**src/rtl/awc_pkg.sv**
```systemverilog
package awc_pkg;
   typedef enum logic {
      WIN_INSIDE  = 1'b0,
      WIN_OUTSIDE = 1'b1
   } win_mode_e;

   typedef struct packed {
      logic below;
      logic above;
   } lim_rel_t;
endpackage

```
**src/rtl/awc_limit_cmp.sv**
```systemverilog
module awc_limit_cmp
   import awc_pkg::*;
#(
   parameter int ADDR_W = 18
) (
   input  logic [ADDR_W-1:0] addr,
   input  logic [ADDR_W-1:0] limit,
   input  logic              word_gran,
   output lim_rel_t          rel
);
   localparam int HI = ADDR_W - 1;

   logic [HI:0] a_eff;
   logic [HI:0] l_eff;

   // word granularity drops the byte-select bit on both sides
   assign a_eff = {addr[HI:1],  addr[0]  & ~word_gran};
   assign l_eff = {limit[HI:1], limit[0] & ~word_gran};

   always_comb begin
      rel.below = (a_eff < l_eff);
      rel.above = (a_eff > l_eff);
   end
endmodule

```
**src/rtl/awc_data_qual.sv**
```systemverilog
module awc_data_qual #(
   parameter int DATA_W = 16
) (
   input  logic [DATA_W-1:0] data,
   input  logic [DATA_W-1:0] ref_pat,
   input  logic [DATA_W-1:0] mask,
   input  logic              inv,
   output logic              ok
);
   logic [DATA_W-1:0] bit_ok;

   for (genvar i = 0; i < DATA_W; i++) begin : g_bit
      // masked-off bit always passes; otherwise equality or difference per inv
      assign bit_ok[i] = ~mask[i] | ~(data[i] ^ ref_pat[i] ^ inv);
   end

   assign ok = &bit_ok;
endmodule

```
**src/rtl/awc_hit_reg.sv**
```systemverilog
module awc_hit_reg (
   input  logic clk,
   input  logic rst_n,
   input  logic hit_d,
   input  logic tag_d,
   input  logic brk_d,
   output logic hit_q,
   output logic tag_q,
   output logic brk_q
);
   always_ff @(posedge clk or negedge rst_n) begin
      if (!rst_n) begin
         hit_q <= 1'b0;
         tag_q <= 1'b0;
         brk_q <= 1'b0;
      end else begin
         hit_q <= hit_d;
         tag_q <= hit_d & tag_d;
         brk_q <= hit_d & brk_d;
      end
   end
endmodule

```
**src/rtl/addr_window_cmp.sv**
```systemverilog
module addr_window_cmp
   import awc_pkg::*;
#(
   parameter int ADDR_W = 18,
   parameter int DATA_W = 16
) (
   input  logic              clk,
   input  logic              rst_n,
   input  logic              bus_valid,
   input  logic [ADDR_W-1:0] bus_addr,
   input  logic [DATA_W-1:0] bus_data,
   input  logic              bus_rd,
   input  logic              bus_word,
   input  logic              mode_outside,
   input  logic              a_en,
   input  logic [ADDR_W-1:0] a_lim,
   input  logic [DATA_W-1:0] a_data,
   input  logic [DATA_W-1:0] a_dmask,
   input  logic              a_dinv,
   input  logic              a_dir_en,
   input  logic              a_dir_rd,
   input  logic              a_size_en,
   input  logic              a_size,
   input  logic              a_tag,
   input  logic              a_brk,
   input  logic              b_en,
   input  logic [ADDR_W-1:0] b_lim,
   input  logic              b_dir_en,
   input  logic              b_dir_rd,
   input  logic              b_tag,
   input  logic              b_brk,
   output logic              hit_o,
   output logic              tag_req_o,
   output logic              brk_req_o
);
   localparam int N_CMP = 2;

   if (ADDR_W < 2) begin : g_bad_addr_w
      $error("addr_window_cmp: ADDR_W must be at least 2");
   end
   if (DATA_W < 1) begin : g_bad_data_w
      $error("addr_window_cmp: DATA_W must be at least 1");
   end

   logic [ADDR_W-1:0] lim_pair [N_CMP];
   lim_rel_t          rel_pair [N_CMP];

   assign lim_pair[0] = a_lim;
   assign lim_pair[1] = b_lim;

   for (genvar c = 0; c < N_CMP; c++) begin : g_cmp
      awc_limit_cmp #(.ADDR_W(ADDR_W)) u_cmp (
         .addr      (bus_addr),
         .limit     (lim_pair[c]),
         .word_gran (a_tag),
         .rel       (rel_pair[c])
      );
   end

   logic data_ok;
   awc_data_qual #(.DATA_W(DATA_W)) u_dq (
      .data    (bus_data),
      .ref_pat (a_data),
      .mask    (a_dmask),
      .inv     (a_dinv),
      .ok      (data_ok)
   );

   win_mode_e mode;
   logic      armed;
   logic      in_win;
   logic      win_ok;
   logic      dir_ok;
   logic      hit_d;

   assign mode   = win_mode_e'(mode_outside);
   assign armed  = a_en & b_en & bus_valid;
   assign in_win = ~rel_pair[0].below & ~rel_pair[1].above;
   assign dir_ok = ~a_dir_en | (bus_rd == a_dir_rd);

   always_comb begin
      unique case (mode)
         WIN_INSIDE:  win_ok = in_win;
         WIN_OUTSIDE: win_ok = rel_pair[0].below | rel_pair[1].above;
         default:     win_ok = 1'b0;
      endcase
   end

   assign hit_d = armed & win_ok & dir_ok & data_ok;

   awc_hit_reg u_out (
      .clk   (clk),
      .rst_n (rst_n),
      .hit_d (hit_d),
      .tag_d (a_tag),
      .brk_d (a_brk),
      .hit_q (hit_o),
      .tag_q (tag_req_o),
      .brk_q (brk_req_o)
   );

   // settings that range matching deliberately disregards
   logic unused_cfg;
   assign unused_cfg = ^{bus_word, a_size_en, a_size, b_dir_en, b_dir_rd, b_tag, b_brk};
endmodule

```
**config.mk**
```make
export PLATFORM = sky130hd
export DESIGN_NAME = addr_window_cmp
export DESIGN_NICKNAME = d
export VERILOG_FILES = /design/src/rtl/awc_pkg.sv /design/src/rtl/awc_limit_cmp.sv /design/src/rtl/awc_data_qual.sv /design/src/rtl/awc_hit_reg.sv /design/src/rtl/addr_window_cmp.sv
export SDC_FILE = /design/constraint.sdc
export NUM_CORES = 1
export LEC_CHECK = 0
export BUFFER_PORTS_ARGS = -buffer_cell sky130_fd_sc_hd__buf_2
export CAP_MARGIN = 40
export CORE_MARGIN = 5
export CORE_UTILIZATION = 36
export DETAILED_ROUTE_END_ITERATION = 12
export PLACE_DENSITY_LB_ADDON = 0.2
export SETUP_SLACK_MARGIN = 0.1
export SLEW_MARGIN = 30
export SYNTH_ARGS = -nofsm -noshare
export SYNTH_HDL_FRONTEND = slang
export SYNTH_SLANG_ARGS = --single-unit
```
**constraint.sdc**
```tcl
create_clock -name clk -period 0.8 [get_ports clk]
set_clock_uncertainty 0.15 [all_clocks]
set_input_delay 0.12 -clock clk [delete_from_list [all_inputs] [get_ports clk]]
set_output_delay 0.12 -clock clk [all_outputs]
set_load 0.01 [all_outputs]
```
==> qor.txt <==
outcome - complete, but fails checks
failing checks - hold timing, setup timing
Tmin final - 1.99 ns
vias in the first global route - 1758
Max rail drop VDD - 0.296 mV
EDFF count, synth - 0
total gr overflow - 0
pre-CTS setup slack - -1.46 ns
# port buffers - 116
Synth area leader - ha_1
area of the multi-input gates - 0.00136 mm^2
Final Cycle Share - 249%
Slew Viols, Final - 0
Initial Utilization - 37.2%
pin count of the biggest net entering global routing - 9
# hold bufs at CTS - 1
Arr. time, crit path - 1.98 ns
synthesis-to-layout area growth - 62.7%
Placed Cells - 346
drt drc - 0
crit-path cells - buf_2 > buf_6 > ha_4 > nand3_1 > nor2_1 > a2111oi_2 > o41a_1 > or4_4 > a21boi_2
Synth Warn # - 0
Avg WL per Cell - 11.8 um
Pwr Total - 1.77 mW
core area - 0.00400 mm^2
sw frac - 32.7%
post-route cell area - 0.00242 mm^2
Clk pwr share - 24.9%
Chip Width - 74.3 um
Tightest Pin Transition - 0.381 ns
Die H - 74.3 um
GR Util met2 - 28.3%
drt total wl - 4140 um
internal power - 1.19 mW
GP Congestion - 0.731
CP top delay family - simple AND/OR/NAND/NOR gates
grt met1 use - 17.8%
data required time of the critical path - 0.79 ns
via/cell ratio - 4.70
Yosys reg bits - 3
sw power - 580 uW
asr flop ratio synth - 100%
largest family of logic cells by synthesized area - adder cells
Syn Std Cell Area - 0.00149 mm^2
Final Non-Filler Cells - 352
Setup CP Type - in -> reg
Num CTS Buffers - 3
Max-cap violations - 0
Cell variety after synth - 34
Hold Crit Class - in -> reg
first-pass GRT wire length - 6800 um
WHS - -0.00488 ns
FMAX - 503 MHz
register area - 75.1 um^2
CTS HTree Levels - 1
RSZ-0062 raised after global routing - yes
Tot GR Track Use - 15.3%
syn nets - 328
Power Density - 734 mW/mm^2
I/O pins - 124
Worst Path Max Fanout - 3
slowest cell delay on critical path - 0.56 ns
register area share after synthesis - 5.05%
Post-Synth Adder-Cell Area - 29.5%
placed cell area - 0.00225 mm^2
Worst Setup End Kind - flip-flop
share of power burned in registers - 8.6%
clock buffer depth - 2
total clock sinks - 3
Die Area - 0.00551 mm^2
ANT cells - 0
PnR worst setup slack - -1.19 ns
top_reg_cell synth - dfrtp_1
Post-Synth Simple-Gate Area - 12.0%
Worst Path Buf+Inv - 2
Final Hold Vio Count - 1
Final HPWL DP - 3900 um
layout cells sized above 1 - 49.7%
GRT met3 Usage - 2.30%
Root Driver - clkbuf_8
combinational share of power - 66.5%
Synth Area in Compound Gates - 18.9%
fillers - 367
top cell type's share of synthesized area - 29.5%
Detailed Routing Iterations Pass 1 - 4
Mapped Cells - 172
Slew headroom - 74.4%
antenna violations before repair - 0
Reg clk slew, reported paths - 0.03 ns
Static Leakage - 1.39 nW
via count - 1656
Worst path slowest cell - or4_4
Area contributors post-synth - ha_1 29%, xor3_1 14%, inv_1 9.6%
most used routing layer - met2
initial detailed-routing violation count - 23
post-route antenna net violation count - 0
mux cell area share after synthesis - 0%
Final #Nets - 459
post-synthesis xor/xnor area fraction - 23.6%
Synth Area per Inst - 8.64 um^2
# rows - 23
Setup Viol. Count Final - 6
CTS tree - done
Critical Path Source Type - primary input
## stage by stage
stage	util (%)	setup TNS, ns
after floorplan	-	-3.23
after global placement	56.4	-4.18
after detailed placement	56.4	-4.34
after CTS	57.8	-4.02
after global routing	60.5	-4.38
final	60.5	-4.04
## final timing paths
path                       slack [ns]   startpoint  cells past startpoint     endpoint
min in group asynchronous        0.09        rst_n                      2  u_out.brk_q
hold / removal                 -0.005        a_brk                      3  u_out.brk_q
setup / recovery                -1.19  bus_addr[5]                      9  u_out.hit_q
max in group asynchronous        0.30        rst_n                      2  u_out.hit_q
## area by class of cell
type,count,share of cell area [%]
flip-flops and latches,3,3.10
well taps,50,2.59
multi-input cells,129,56.2
repair buffers,128,29.7
clock buffers,4,1.86
inverters,38,6.52
## placed cells by master, fill, tap and decap left out, types with 2 or more instances in the layout
master and count:
a211oi_1 3, a21o_1 2, a21oi_1 7, a21oi_2 4, a221o_1 3, a221oi_1 3, a22o_1 2, a22oi_1 2
buf_2 110, buf_4 10, buf_6 6, clkbuf_8 3, dfrtp_1 3, ha_1 31, ha_4 4, inv_1 34
nand2_1 8, nand2b_1 2, nand3_1 4, nand4_1 5, nor2_1 4, nor2b_1 2, o21ai_0 5, xnor2_1 12
xor3_1 9
## registers in the layout, summed over array words and instances (netlist names)
name / count
u_out.tag_q: 1
u_out.hit_q: 1
u_out.brk_q: 1
## cell families after synthesis
group,Yosys count
xor gates and xnor gates,23
and+or+nand+nor,31
DFF,3
AOI/OAI and AO/OA,40
adders and majority gates,35
buffers and inverters,40
## worst min-delay path, stage by stage
cell	delay [ns]
buf_2	0.10
nand2_1	0.07
a21oi_2	0.03
## routing by layer
| layer | wire length (um) | vias to the layer above | part of all wire, % |
|---|---|---|---|
| li1 | - | 877 | - |
| met1 | 1570 | 713 | 38 |
| met2 | 2130 | 62 | 51 |
| met3 | 398 | 4 | 9.6 |
| met4 | 38 | 0 | 0.92 |
| met5 | 0 | - | 0 |
## cells in the mapped netlist (all sizes together), types with 3 or more instances
master / instances
inv: 38
ha: 35
xnor2: 12
a21oi: 11
xor3: 9
nand2: 8
o21ai: 6
nand3: 5
nand4: 5
nor2: 4
a211oi: 3
a221o: 3
a221oi: 3
dfrtp: 3
## repair_timing
item                       CTS  global route
buffers inserted             0             1
hold endpoints to repair     4             1
resized for setup            2            24
setup endpoints to repair    6             6
pin swaps                    0             2
## power groups by stage
stage / Combinational [mW] / Clock (mW) / Sequential, mW
2_1_floorplan: 0.649 / 0 / 0.155
6_report: 1.18 / 0.441 / 0.153
4_1_cts: 1.12 / 0.456 / 0.153
5_1_grt: 1.34 / 0.465 / 0.153
3_3_place_gp: 1.09 / 0 / 0.155
3_5_place_dp: 1.11 / 0 / 0.155
Power figures use the tool's default switching activity.
